**config.mk**
```make
export PLATFORM = sky130hd
export DESIGN_NAME = bus_err_status
export DESIGN_NICKNAME = d
export VERILOG_FILES = /design/src/rtl/bes_pkg.sv /design/src/rtl/bes_txn_track.sv /design/src/rtl/bes_sticky_w1c.sv /design/src/rtl/bes_irq_merge.sv /design/src/rtl/bus_err_status.sv
export SDC_FILE = /design/constraint.sdc
export NUM_CORES = 1
export LEC_CHECK = 0
export ABC_AREA = 1
export BUFFER_PORTS_ARGS = -buffer_cell sky130_fd_sc_hd__buf_2
export CORE_AREA = 3 3 40 42
export CTS_CLUSTER_DIAMETER = 60
export CTS_CLUSTER_SIZE = 40
export DETAILED_ROUTE_END_ITERATION = 7
export DIE_AREA = 0 0 43 45
export PLACE_DENSITY_LB_ADDON = 0.08
export RECOVER_POWER = 50
export SYNTH_ARGS = -nofsm -noshare
export SYNTH_HDL_FRONTEND = slang
export SYNTH_SLANG_ARGS = --single-unit
```
**constraint.sdc**
```tcl
create_clock -name clk -period 2.65 [get_ports clk]
set_input_delay 0.53 -clock clk [delete_from_list [all_inputs] [get_ports clk]]
set_output_delay 0.53 -clock clk [all_outputs]
set_load 0.05 [all_outputs]
```
**src/rtl/bes_pkg.sv**
```systemverilog
// Package bes_pkg
// Purpose : shared widths and bit positions for the bus error status block.
// Assumes : bit positions are fixed because software decodes them.
package bes_pkg;
    localparam int IRQ_W    = 2;
    localparam int CFG_W    = 3;
    localparam int TERM_W   = 4;

    localparam int IRQ_FATAL = 0;
    localparam int IRQ_PAR   = 1;

    localparam int CFG_RMA  = 0;
    localparam int CFG_RTA  = 1;
    localparam int CFG_DPE  = 2;

    localparam int TERM_MA  = 0;
    localparam int TERM_TA  = 1;
    localparam int TERM_RDY = 2;
    localparam int TERM_RTY = 3;

    typedef enum logic [1:0] {
        TXN_IDLE = 2'b00,
        TXN_RD   = 2'b01,
        TXN_WR   = 2'b10
    } txn_state_t;
endpackage

```
**src/rtl/bes_txn_track.sv**
```systemverilog
// Module bes_txn_track
// Purpose : tracks the single outstanding non-prefetch transaction,
//           decides when it ends, gates the read-data strobe and raises
//           the one-cycle FIFO flush after a fatal write termination.
// Assumes : at most one transaction outstanding; a start while busy is dropped.
module bes_txn_track
    import bes_pkg::*;
#(
    parameter int NTERM = TERM_W
) (
    input  logic             clk,
    input  logic             rst_n,
    input  logic             start_i,
    input  logic             is_write_i,
    input  logic             done_i,
    input  logic             rvalid_i,
    input  logic [NTERM-1:0] term_i,
    output logic             busy_o,
    output logic             wr_o,
    output logic             fatal_o,
    output logic             rdata_we_o,
    output logic             flush_o
);
    txn_state_t state_q, state_d;
    logic       flush_q;
    logic       any_term;

    // Any fatal termination input present this cycle
    always_comb begin
        any_term = |term_i;
    end

    // Next transaction state
    always_comb begin
        state_d = state_q;
        unique case (state_q)
            TXN_IDLE: if (start_i) state_d = is_write_i ? TXN_WR : TXN_RD;
            TXN_RD,
            TXN_WR:   if (any_term || done_i) state_d = TXN_IDLE;
            default:  state_d = TXN_IDLE;
        endcase
    end

    // Transaction state register
    always_ff @(posedge clk) begin
        if (!rst_n) state_q <= TXN_IDLE;
        else        state_q <= state_d;
    end

    // One-cycle flush after a fatal write termination
    always_ff @(posedge clk) begin
        if (!rst_n) flush_q <= 1'b0;
        else        flush_q <= (state_q == TXN_WR) && any_term;
    end

    // Output decode
    always_comb begin
        busy_o     = (state_q != TXN_IDLE);
        wr_o       = (state_q == TXN_WR);
        fatal_o    = busy_o && any_term;
        rdata_we_o = (state_q == TXN_RD) && rvalid_i && !any_term;
        flush_o    = flush_q;
    end
endmodule

```
**src/rtl/bes_sticky_w1c.sv**
```systemverilog
// Module bes_sticky_w1c
// Purpose : bank of sticky status bits, cleared by writing one; a set in
//           the same cycle as a clear leaves the bit set.
// Assumes : set and clear are single-cycle qualified strobes.
module bes_sticky_w1c #(
    parameter int W = 2
) (
    input  logic         clk,
    input  logic         rst_n,
    input  logic [W-1:0] set_i,
    input  logic [W-1:0] clr_i,
    output logic [W-1:0] stat_o
);
    for (genvar b = 0; b < W; b++) begin : g_bit
        logic bit_q;

        // Hold, clear on write-one, set has priority
        always_ff @(posedge clk) begin
            if (!rst_n)        bit_q <= 1'b0;
            else if (set_i[b]) bit_q <= 1'b1;
            else if (clr_i[b]) bit_q <= 1'b0;
        end

        assign stat_o[b] = bit_q;
    end
endmodule

```
**src/rtl/bes_irq_merge.sv**
```systemverilog
// Module bes_irq_merge
// Purpose : masks each interrupt status bit by its enable and ORs them.
// Assumes : purely combinational; the caller registers the status.
module bes_irq_merge #(
    parameter int W = 2
) (
    input  logic [W-1:0] stat_i,
    input  logic [W-1:0] en_i,
    output logic         irq_o
);
    logic [W-1:0] masked;

    for (genvar b = 0; b < W; b++) begin : g_mask
        assign masked[b] = stat_i[b] & en_i[b];
    end

    // Merge masked sources into one line
    always_comb begin
        irq_o = |masked;
    end
endmodule

```
**src/rtl/bus_err_status.sv**
```systemverilog
// Module bus_err_status
// Purpose : error status logic of a bus initiator running single
//           non-prefetch transactions. Ends transactions on fatal
//           terminations, gates read data, flushes FIFOs on failed
//           writes and keeps sticky interrupt and configuration status.
// Assumes : event inputs are single-cycle qualified by the engine;
//           events seen while idle are ignored.
module bus_err_status
    import bes_pkg::*;
(
    input  logic             clk,
    input  logic             rst_n,
    input  logic             op_start_i,
    input  logic             op_is_write_i,
    input  logic             op_done_i,
    input  logic             rdata_valid_i,
    input  logic             term_mabort_i,
    input  logic             term_tabort_i,
    input  logic             term_rdy_to_i,
    input  logic             term_rty_to_i,
    input  logic             rd_par_err_i,
    input  logic             wr_perr_i,
    input  logic [IRQ_W-1:0] clr_irq_i,
    input  logic [CFG_W-1:0] clr_cfg_i,
    input  logic [IRQ_W-1:0] irq_en_i,
    output logic             op_busy_o,
    output logic             rdata_we_o,
    output logic             req_flush_o,
    output logic             tx_flush_o,
    output logic [IRQ_W-1:0] irq_stat_o,
    output logic [CFG_W-1:0] cfg_stat_o,
    output logic             irq_o
);
    logic [TERM_W-1:0] term_vec;
    logic              op_wr;
    logic              fatal;
    logic              flush;
    logic [IRQ_W-1:0]  irq_set;
    logic [CFG_W-1:0]  cfg_set;

    // Gather termination events by fixed position
    always_comb begin
        term_vec           = '0;
        term_vec[TERM_MA]  = term_mabort_i;
        term_vec[TERM_TA]  = term_tabort_i;
        term_vec[TERM_RDY] = term_rdy_to_i;
        term_vec[TERM_RTY] = term_rty_to_i;
    end

    bes_txn_track #(.NTERM(TERM_W)) u_track (
        .clk        (clk),
        .rst_n      (rst_n),
        .start_i    (op_start_i),
        .is_write_i (op_is_write_i),
        .done_i     (op_done_i),
        .rvalid_i   (rdata_valid_i),
        .term_i     (term_vec),
        .busy_o     (op_busy_o),
        .wr_o       (op_wr),
        .fatal_o    (fatal),
        .rdata_we_o (rdata_we_o),
        .flush_o    (flush)
    );

    // Derive status set strobes from qualified events
    always_comb begin
        irq_set            = '0;
        cfg_set            = '0;
        irq_set[IRQ_FATAL] = fatal;
        irq_set[IRQ_PAR]   = op_busy_o && ((!op_wr && rd_par_err_i) || (op_wr && wr_perr_i));
        cfg_set[CFG_RMA]   = op_busy_o && term_mabort_i;
        cfg_set[CFG_RTA]   = op_busy_o && term_tabort_i;
        cfg_set[CFG_DPE]   = op_busy_o && !op_wr && rd_par_err_i;
    end

    bes_sticky_w1c #(.W(IRQ_W)) u_irq_stat (
        .clk    (clk),
        .rst_n  (rst_n),
        .set_i  (irq_set),
        .clr_i  (clr_irq_i),
        .stat_o (irq_stat_o)
    );

    bes_sticky_w1c #(.W(CFG_W)) u_cfg_stat (
        .clk    (clk),
        .rst_n  (rst_n),
        .set_i  (cfg_set),
        .clr_i  (clr_cfg_i),
        .stat_o (cfg_stat_o)
    );

    bes_irq_merge #(.W(IRQ_W)) u_irq (
        .stat_i (irq_stat_o),
        .en_i   (irq_en_i),
        .irq_o  (irq_o)
    );

    // Both FIFOs flush together
    assign req_flush_o = flush;
    assign tx_flush_o  = flush;
endmodule

```
==> results of run 1 <==
## synth_stat cells, types with 2 or more instances
cell / count / area share [%]
a21oi_1: 7 / 7.7
nand3_1: 2 / 2.2
inv_1: 9 / 7.4
nor2_1: 7 / 5.8
buf_4: 6 / 9.9
nand2_1: 16 / 13
ha_1: 3 / 8.2
dfxtp_1: 8 / 35
o21ai_0: 2 / 2.2
## per-layer routing
layer | wire [um] | global-route usage (%)
met1 | 406 | 13.1
met2 | 468 | 18.9
met3 | 101 | 5.18
met4 | 23 | 9.04
met5 | 0 | 0
## metrics by stage
step	power, W	utilization, %
final	0.000386	45.8
after global routing	0.000417	45.8
after CTS	0.000396	46.1
after detailed placement	0.000300	44.3
after global placement	0.000299	44.3
after floorplan	0.000272	-
## power by group
part | switching [W] | internal, W | leakage (nW)
Sequential | 0.00000829 | 0.000135 | 0.0658
Combinational | 0.000105 | 0.0000441 | 0.249
Clock | 0.0000421 | 0.0000519 | 0.0138
## registers in the layout, summed over array words and instances (netlist names)
signal and flops:
u_track.state_q 2, u_cfg_stat.g_bit.bit_q 3, u_irq_stat.g_bit.bit_q 2, u_track.flush_o 1
## worst max-delay path, stage by stage (launching register included)
cell and delay (ns):
dfxtp_1 0.35, inv_1 0.07, ha_1 0.21, inv_1 0.18, buf_2 0.30
## logic make-up (layout without fill, tap and decap cells)
logic type,count (synthesis),after routing,synth area share (%)
compound gates,10,10,11.8
buf+inv,16,41,18.1
flops,8,8,35.2
fa+ha+maj,3,3,8.24
simple gates,28,28,26.7
## final cells by class
type / count / area [um^2] / area share, %
Multi-Input combinational cell: 41 / 210 / 35.7
Sequential cell: 8 / 160 / 27.2
Timing Repair Buffer: 28 / 139 / 23.6
Inverter: 10 / 37.5 / 6.38
Clock buffer: 3 / 22.5 / 3.83
Tap cell: 15 / 18.8 / 3.19
## worst paths after layout
path                                                   to  slack [ns]                       from
worst max-delay path                            op_busy_o        0.75         u_track.state_q[1]
worst min-delay path            u_cfg_stat.g_bit[1].bit_q        0.46  u_cfg_stat.g_bit[1].bit_q
worst max register to register         u_track.state_q[1]        1.29         u_track.state_q[1]
worst min register to register  u_cfg_stat.g_bit[1].bit_q        0.46  u_cfg_stat.g_bit[1].bit_q
==> flow_summary.ini, run 1 <==
[global_route]
grt_max_degree = 8
overflow = 0
grt_pass1_wl_um = 1660
grt_use_total_pct = 12.1
antenna_found_initial = 0
grt_pass1_vias = 414

[place]
gp_congestion = 0.700
place_inst = 102
placed_cell_area_um2 = 569
dpl.hpwl_um = 835
numPortBuffers = 28
dp_slack_ns = 0.808

[timing]
drv_slew = 0
fin_crit_ns = 1.90
fin_crit_sh_pct = 71.8
hold_violations = 0
tns_ns = 0
slew_headroom_pct = 60.4
rsz0062_at_grt = false
setup_viol = 0
hold_ws_ns = 0.460
final.setup.worst_slack_ns = 0.746
max_freq_mhz = 525
fin_skew_ns = 0.00102
worst_slew_pin_slew_ns = 0.596

[cts]
clk_latency_ns = 0.25
post_cts_buffers = 0
htreeDepth = 1
clock-sinks = 8
ctsHoldBuffers = 0
cts_tree = built
cts_buffers = 3
clk_pin_slew_ns = 0.05
cts-root-buf = clkbuf_4
cts_buffer_depth = 2
cts-resized-gates = 0

[detailed_routing]
remaining_drc_errors = 0
detail-route-antenna-nets = 0
drt-vias-per-instance = 4.29
wl_per_cell_um = 9.52
wirelength_um = 1000
drt-pass1-iter-count = 3
drt_iter0_markers = 5
vias = 450

[status]
outcome = finished, final reports clean

[flow_run]
drv_cap = 0

[pwr]
p_per_area_mw_per_mm2 = 657
p_leak_nw = 0.328
ir_drop_uv = 285

[critical_path]
cp-end-kind = output pin
cp_max_fo = 7
crit_arrival_ns = 1.37
path_class = flop to output pin
cp.required_ns = 2.12
cp-start-kind = flop
reg2regPathDepth = 7

[yosys]
synth-edff-count = 0
yosysWarnings = 0
async_flop_share_pct = 0
synth_fp_nets = 87
syn_area_um2 = 455
seq_area_frac_synth_pct = 35.2
syn_avg_cell_area_um2 = 7.01
ys_ff_latch = 8
synth.distinct_cells = 14
synthFlopType = dfxtp_1
syn_inst = 65

[die]
chipWidth_um = 43
pin_count = 29
initial_core_util_pct = 35.4
placementRows = 13
die_y_um = 45
die_area_mm2 = 0.00194
fp.coreArea_mm2 = 0.00128

[finish]
area_delta_synth_final_pct = 29.1
design_area_um2 = 588
layout-drive-gt1-share_pct = 34.4
diodes = 0
mostFrequentLayoutCell = buf_2
stdcell_count = 105
final_cell_mix = buf_2, nand2_1, inv_1
fillerInstances = 153
finalNetCount = 114

[min_path]
hold_depth = 2
hold_path.class = flop to flop
(Power assumes the default switching activity.)
==> run 2: changes to the inputs <==
--- a/config.mk
+++ b/config.mk
@@ -5,7 +5,7 @@
 export SDC_FILE = /design/constraint.sdc
 export NUM_CORES = 1
 export LEC_CHECK = 0
-export ABC_AREA = 1
+export ABC_AREA = 0
 export BUFFER_PORTS_ARGS = -buffer_cell sky130_fd_sc_hd__buf_2
 export CORE_AREA = 3 3 40 42
 export CTS_CLUSTER_DIAMETER = 60
==> constraint.sdc (replaced) <==
create_clock -name clk -period 1.75 [get_ports clk]
set_input_delay 0.35 -clock clk [delete_from_list [all_inputs] [get_ports clk]]
set_output_delay 0.35 -clock clk [all_outputs]
set_load 0.05 [all_outputs]
==> run 2 against run 1 <==
  * Register-to-register slack worse by 0.93 ns
  * Sequential share of layout area up 0.23 points
  * Wire length down 7.7%
  * Count of clock-buffer cells in the layout unchanged
  * Critical path depth unchanged
  * First-iteration DRC count up 80%
  * Global-route usage down 1.7 points
  * Die area unchanged
  * Clock power up 47%
  * Cell count down 13%
  * Hold slack worse by 0.15 ns
  * Critical path type unchanged
  * Largest power group is now registers
  * Highest routed layer unchanged
==> flow_summary.ini, run 2 <==
[status]
outcome = finished, final reports clean

[detailed_routing]
remaining_drc_errors = 0
drt_iter0_markers = 9
detail-route-antenna-nets = 0
vias = 428
wl_per_cell_um = 10.1
drt-vias-per-instance = 4.70
drt-pass1-iter-count = 4
wirelength_um = 923

[timing]
worst_slew_pin_slew_ns = 0.601
fin_crit_sh_pct = 94.9
hold_ws_ns = 0.313
final.setup.worst_slack_ns = 0.0897
drv_slew = 0
rsz0062_at_grt = false
tns_ns = 0
hold_violations = 0
max_freq_mhz = 602
setup_viol = 0
fin_skew_ns = 0.00400
slew_headroom_pct = 60.1
fin_crit_ns = 1.66

[global_route]
grt_use_met2_pct = 13.5
met1_usage_pct = 14.1
grt_use_total_pct = 10.4
busiest_layer = met1
grt_pass1_vias = 350
grtUsageMet3_pct = 3.59
grt_pass1_wl_um = 1480
grt_max_degree = 8
antenna_found_initial = 0
overflow = 0

[pwr]
p_per_area_mw_per_mm2 = 800
ir_drop_uv = 365
switchingPower_w = 0.000150
p_clk_share_pct = 29.6
pwr-share-seq_pct = 42.6
power.internal_w = 0.000316
comb_power_share_pct = 27.8
p_sw_share_pct = 32.2
p_leak_nw = 0.293

[critical_path]
reg2regPathDepth = 4
path_class = flop to output pin
reg2reg_to = u_track.state_q[0]
rrSetupSlack_ns = 0.36
cp_top_family = buffers and inverters
worstSetupStartpoint = u_track.state_q[0]
path_common_cell = inv_1
path_cells = inv_1, ha_1, inv_1, buf_4
cp-end-kind = output pin
cpMaxStageDelayCell = dfxtp_1
cp-start-kind = flop
crit_arrival_ns = 1.31
cp.required_ns = 1.40
path_buf_inv = 3
cp_max_fo = 6
slowest_delay_ns = 0.35
r2r-start = u_track.state_q[0]

[cts]
cts_tree = built
cts_buffer_depth = 2
cts_buffers = 3
clk_latency_ns = 0.25
clk_pin_slew_ns = 0.06
ctsHoldBuffers = 0
clock-sinks = 8
cts-root-buf = clkbuf_4
htreeDepth = 1

[yosys]
synthFlopType = dfxtp_1
seq_area_frac_synth_pct = 36.0
syn_inst = 50
yosysTopAreaCell = dfxtp_1
synth_area_leaders = dfxtp_1, buf_4, ha_1, inv_1, nor4_4
synthTopCellsByCount = inv_1, dfxtp_1, buf_4, ha_1, nor2_1
syn_avg_cell_area_um2 = 8.91
synth.distinct_cells = 21
yosysWarnings = 0
synth-edff-count = 0
synth.most_common_cell = inv_1
async_flop_share_pct = 0
syn_area_um2 = 445
synth_top_area_share_pct = 36.0
synth_fp_nets = 72
ys_ff_latch = 8

[die]
placementRows = 13
initial_core_util_pct = 34.7
die_y_um = 45
fp.coreArea_mm2 = 0.00128
pin_count = 29
chipWidth_um = 43
die_area_mm2 = 0.00194

[finish]
final_cell_mix = buf_2, inv_1, dfxtp_1
fillerInstances = 139
largest_reg_flops = 3
top_regs = u_cfg_stat.g_bit.bit_q: 3 flops, u_irq_stat.g_bit.bit_q: 2 flops, u_track.state_q: 2 flops
mostFrequentLayoutCell = buf_2
multiInputGateArea_um2 = 203
layout-drive-gt1-share_pct = 40.8
stdcell_count = 91
regArea_um2 = 160
regMostFlops = u_cfg_stat.g_bit.bit_q
finalNetCount = 100
diodes = 0
area_delta_synth_final_pct = 30.9

[min_path]
min_from = op_is_write_i
min_to = u_track.state_q[0]
hold_path.class = input pin to flop
hold_depth = 2

[flow_run]
drv_cap = 0

[place]
dpl.hpwl_um = 765
place_inst = 88
dp_slack_ns = 0.156
numPortBuffers = 28
gp_congestion = 0.739
-- run 2: cell types whose count changed after synthesis, moves of 2 or more --
cell     previous run  this run
nor2_1              7         3
o21ai_0             2         0
o32ai_1             0         2
nand2_1            16         2
a22oi_1             0         2
a21oi_1             7         2
-- run 2: area by class of cell --
| class | instances | area share (%) |
|---|---|---|
| inverter | 10 | 6.44 |
| timing repair buffer | 29 | 24.2 |
| clock buffer | 3 | 3.86 |
| sequential | 8 | 27.5 |
| multi-input combinational | 26 | 34.8 |
| tap | 15 | 3.22 |
-- run 2: what timing repair did --
item,4_1_cts,5_1_grt
hold endpoints to repair,0,0
setup endpoints to repair,0,1
buffers inserted,0,0
gates resized for setup,0,2
-- run 2: cell families after synthesis --
| family | synth area share (%) |
|---|---|
| DFF | 36.0 |
| adders and majority gates | 8.43 |
| buffers and inverters | 18.5 |
| AOI/OAI and AO/OA | 17.4 |
| and+or+nand+nor | 17.1 |
| muxes | 2.53 |
-- run 2: through the flow --
step / power, W / area [um^2] / util (%)
3_3_place_gp: 0.000332 / 567 / 44.1
5_1_grt: 0.000492 / 583 / 45.4
6_report: 0.000466 / 583 / 45.4
2_1_floorplan: 0.000299 / 445 / -
4_1_cts: 0.000476 / 589 / 45.9
3_5_place_dp: 0.000333 / 567 / 44.1
-- run 2: how the worst max path moves through the flow --
| stage | endpoint | slack (ns) | cells past startpoint |
|---|---|---|---|
| floorplan | u_track.state_q[0] | 0.29 | 5 |
| finish | op_busy_o | 0.09 | 4 |
| global route | op_busy_o | 0.005 | 4 |
| detailed placement | rdata_we_o | 0.16 | 4 |
| global placement | rdata_we_o | 0.17 | 4 |
| CTS | op_busy_o | 0.02 | 4 |
-- run 2: per-layer routing --
metal / share of wire (%) / routed length, um / up-vias
li1: - / - / 216
met1: 43 / 393 / 189
met2: 43 / 401 / 21
met3: 13 / 117 / 2
met4: 1.3 / 12 / 0
met5: 0 / 0 / -
-- run 2: power by group through the flow --
stage | registers, W | logic, W | clock network (W)
after floorplan | 0.000205 | 0.0000944 | 0
after global placement | 0.000203 | 0.000130 | 0
after detailed placement | 0.000203 | 0.000130 | 0
after CTS | 0.000199 | 0.000130 | 0.000147
after global routing | 0.000200 | 0.000140 | 0.000152
final | 0.000199 | 0.000130 | 0.000138
==> run 3: changes to the inputs <==
--- a/config.mk
+++ b/config.mk
@@ -9,11 +9,12 @@
 export BUFFER_PORTS_ARGS = -buffer_cell sky130_fd_sc_hd__buf_2
 export CORE_AREA = 3 3 40 42
 export CTS_CLUSTER_DIAMETER = 60
-export CTS_CLUSTER_SIZE = 40
+export CTS_CLUSTER_SIZE = 20
 export DETAILED_ROUTE_END_ITERATION = 7
 export DIE_AREA = 0 0 43 45
 export PLACE_DENSITY_LB_ADDON = 0.08
 export RECOVER_POWER = 50
+export SETUP_SLACK_MARGIN = 0.5
 export SYNTH_ARGS = -nofsm -noshare
 export SYNTH_HDL_FRONTEND = slang
 export SYNTH_SLANG_ARGS = --single-unit
==> run 3 against run 2 <==
  * Worst setup slack better by 0.14 ns
  * First-iteration DRC count down 78%
  * Power up 12%
  * Combinational power up 39%
  * Sequential share of layout area down 5.2 points
  * Critical path depth down 1
  * Maximum frequency up 9.6%
  * Highest routed layer unchanged
==> flow_summary.ini, run 3 (synthesis gave the netlist of run 2 again) <==
[detailed_routing]
wirelength_um = 1130
drt-pass1-iter-count = 4
detail-route-antenna-nets = 0
vias = 453
remaining_drc_errors = 0
wl_per_cell_um = 11.7
drt-vias-per-instance = 4.67
drt_iter0_markers = 2

[timing]
rsz0062_at_grt = true
hold_violations = 0
fin_crit_ns = 1.52
drv_slew = 0
worst_slew_pin_slew_ns = 0.601
fin_skew_ns = 0.00443
tns_ns = 0
setup_viol = 0
slew_headroom_pct = 60.1
max_freq_mhz = 660
fin_crit_sh_pct = 86.6

[pwr]
p_per_area_mw_per_mm2 = 715
total_power_w = 0.000524
switchingPower_w = 0.000171
ir_drop_uv = 400
power.internal_w = 0.000353
p_leak_nw = 0.335
p_clk_share_pct = 26.9
comb_power_share_pct = 34.5
pwr-share-seq_pct = 38.5
p_sw_share_pct = 32.6

[die]
die_area_mm2 = 0.00194
placementRows = 13
pin_count = 29
die_y_um = 45
fp.coreArea_mm2 = 0.00128
chipWidth_um = 43
initial_core_util_pct = 34.7

[global_route]
grt_pass1_wl_um = 1730
overflow = 0
antenna_found_initial = 0
grt_pass1_vias = 409
grt_max_degree = 8
grt_use_total_pct = 12.0

[critical_path]
crit_arrival_ns = 1.17
cp_max_fo = 3
reg2regPathDepth = 4
path_class = flop to output pin
path_buf_inv = 1
slowest_delay_ns = 0.44
rrSetupSlack_ns = 0.38
r2r-start = u_track.state_q[0]
reg2reg_to = u_track.state_q[0]
cp-end-kind = output pin
cpMaxStageDelayCell = dfxtp_1
cp-endpoint = rdata_we_o
worstSetupStartpoint = u_track.state_q[0]
path_cells = ha_4, and3_4, buf_8
path_depth = 3
cp.required_ns = 1.40
cp_top_family = flip-flops
cp-start-kind = flop

[status]
outcome = finished, final reports clean

[finish]
largest_reg_flops = 3
layout-drive-gt1-share_pct = 57.3
fillerInstances = 136
diodes = 0
final_cell_mix = buf_2, inv_1, clkbuf_1, dfxtp_1, buf_4
mostFrequentLayoutCell = buf_2
regMostFlops = u_cfg_stat.g_bit.bit_q
area_delta_synth_final_pct = 64.3
finalNetCount = 106
top_regs = u_cfg_stat.g_bit.bit_q: 3 flops, u_irq_stat.g_bit.bit_q: 2 flops, u_track.state_q: 2 flops

[flow_run]
drv_cap = 0

[place]
gp_congestion = 0.711
dpl.hpwl_um = 765
numPortBuffers = 28

[cts]
clk_pin_slew_ns = 0.06
cts_buffer_depth = 2
htreeDepth = 1
cts-root-buf = clkbuf_4
cts_buffers = 3
clock-sinks = 8
cts_tree = built
clk_latency_ns = 0.25
ctsHoldBuffers = 0

[min_path]
hold_path.class = input pin to flop
run 3: cell types whose count changed in the layout (fill, tap and decap cells not counted), sizes merged:
cell,change
buf,+5
clkbuf,+1
run 3: timing repair:
action / in CTS / in global routing
pin swaps: 4 / 2
setup endpoints to repair: 5 / 6
buffers inserted: 3 / 3
resized for setup: 20 / 10
run 3: layer usage:
layer / vias up / wire length [um] / GRT usage, %
met2: 20 / 574 / 19.5
met1: 196 / 419 / 14.1
met5: - / 0 / 0
met4: 0 / 30 / 7.23
met3: 5 / 109 / 3.59
li1: 232 / - / -
run 3: power by group through the flow:
stage / sequential [W] / combinational, W / clock [W]
final: 0.000202 / 0.000181 / 0.000141
after global routing: 0.000203 / 0.000194 / 0.000152
after CTS: 0.000200 / 0.000161 / 0.000146
after detailed placement: 0.000203 / 0.000131 / 0
after global placement: 0.000203 / 0.000130 / 0
after floorplan: 0.000205 / 0.0000948 / 0
run 3: cell type report:
cell class	count	area (um^2)	share of cell area (%)
multi-input cells	26	258	35.2
clock buffers	3	22.5	3.08
inverters	10	45.0	6.15
repair buffers	35	225	30.8
well taps	15	18.8	2.56
flip-flops and latches	8	163	22.2
run 3: worst min-delay path by stage:
stage	depth (start not counted)	slack (ns)	from	to
floorplan	2	0.45	u_cfg_stat.g_bit[2].bit_q	u_cfg_stat.g_bit[2].bit_q
global placement	2	0.47	u_cfg_stat.g_bit[2].bit_q	u_cfg_stat.g_bit[2].bit_q
detailed placement	2	0.47	u_cfg_stat.g_bit[2].bit_q	u_cfg_stat.g_bit[2].bit_q
CTS	2	0.31	op_is_write_i	u_track.state_q[0]
global route	2	0.34	op_is_write_i	u_track.state_q[0]
finish	2	0.32	op_is_write_i	u_track.state_q[0]
run 3: metrics by stage:
stage / hold WS, ns / setup WS (ns) / util, % / cell area [um^2] / instances
after floorplan: 0.450 / 0.293 / - / 449 / 50
after global placement: 0.465 / 0.159 / 44.4 / 571 / 88
after detailed placement: 0.469 / 0.150 / 44.4 / 571 / 88
after CTS: 0.311 / 0.264 / 53.4 / 686 / 94
after global routing: 0.339 / 0.173 / 57.0 / 732 / 97
final: 0.323 / 0.234 / 57.0 / 732 / 97
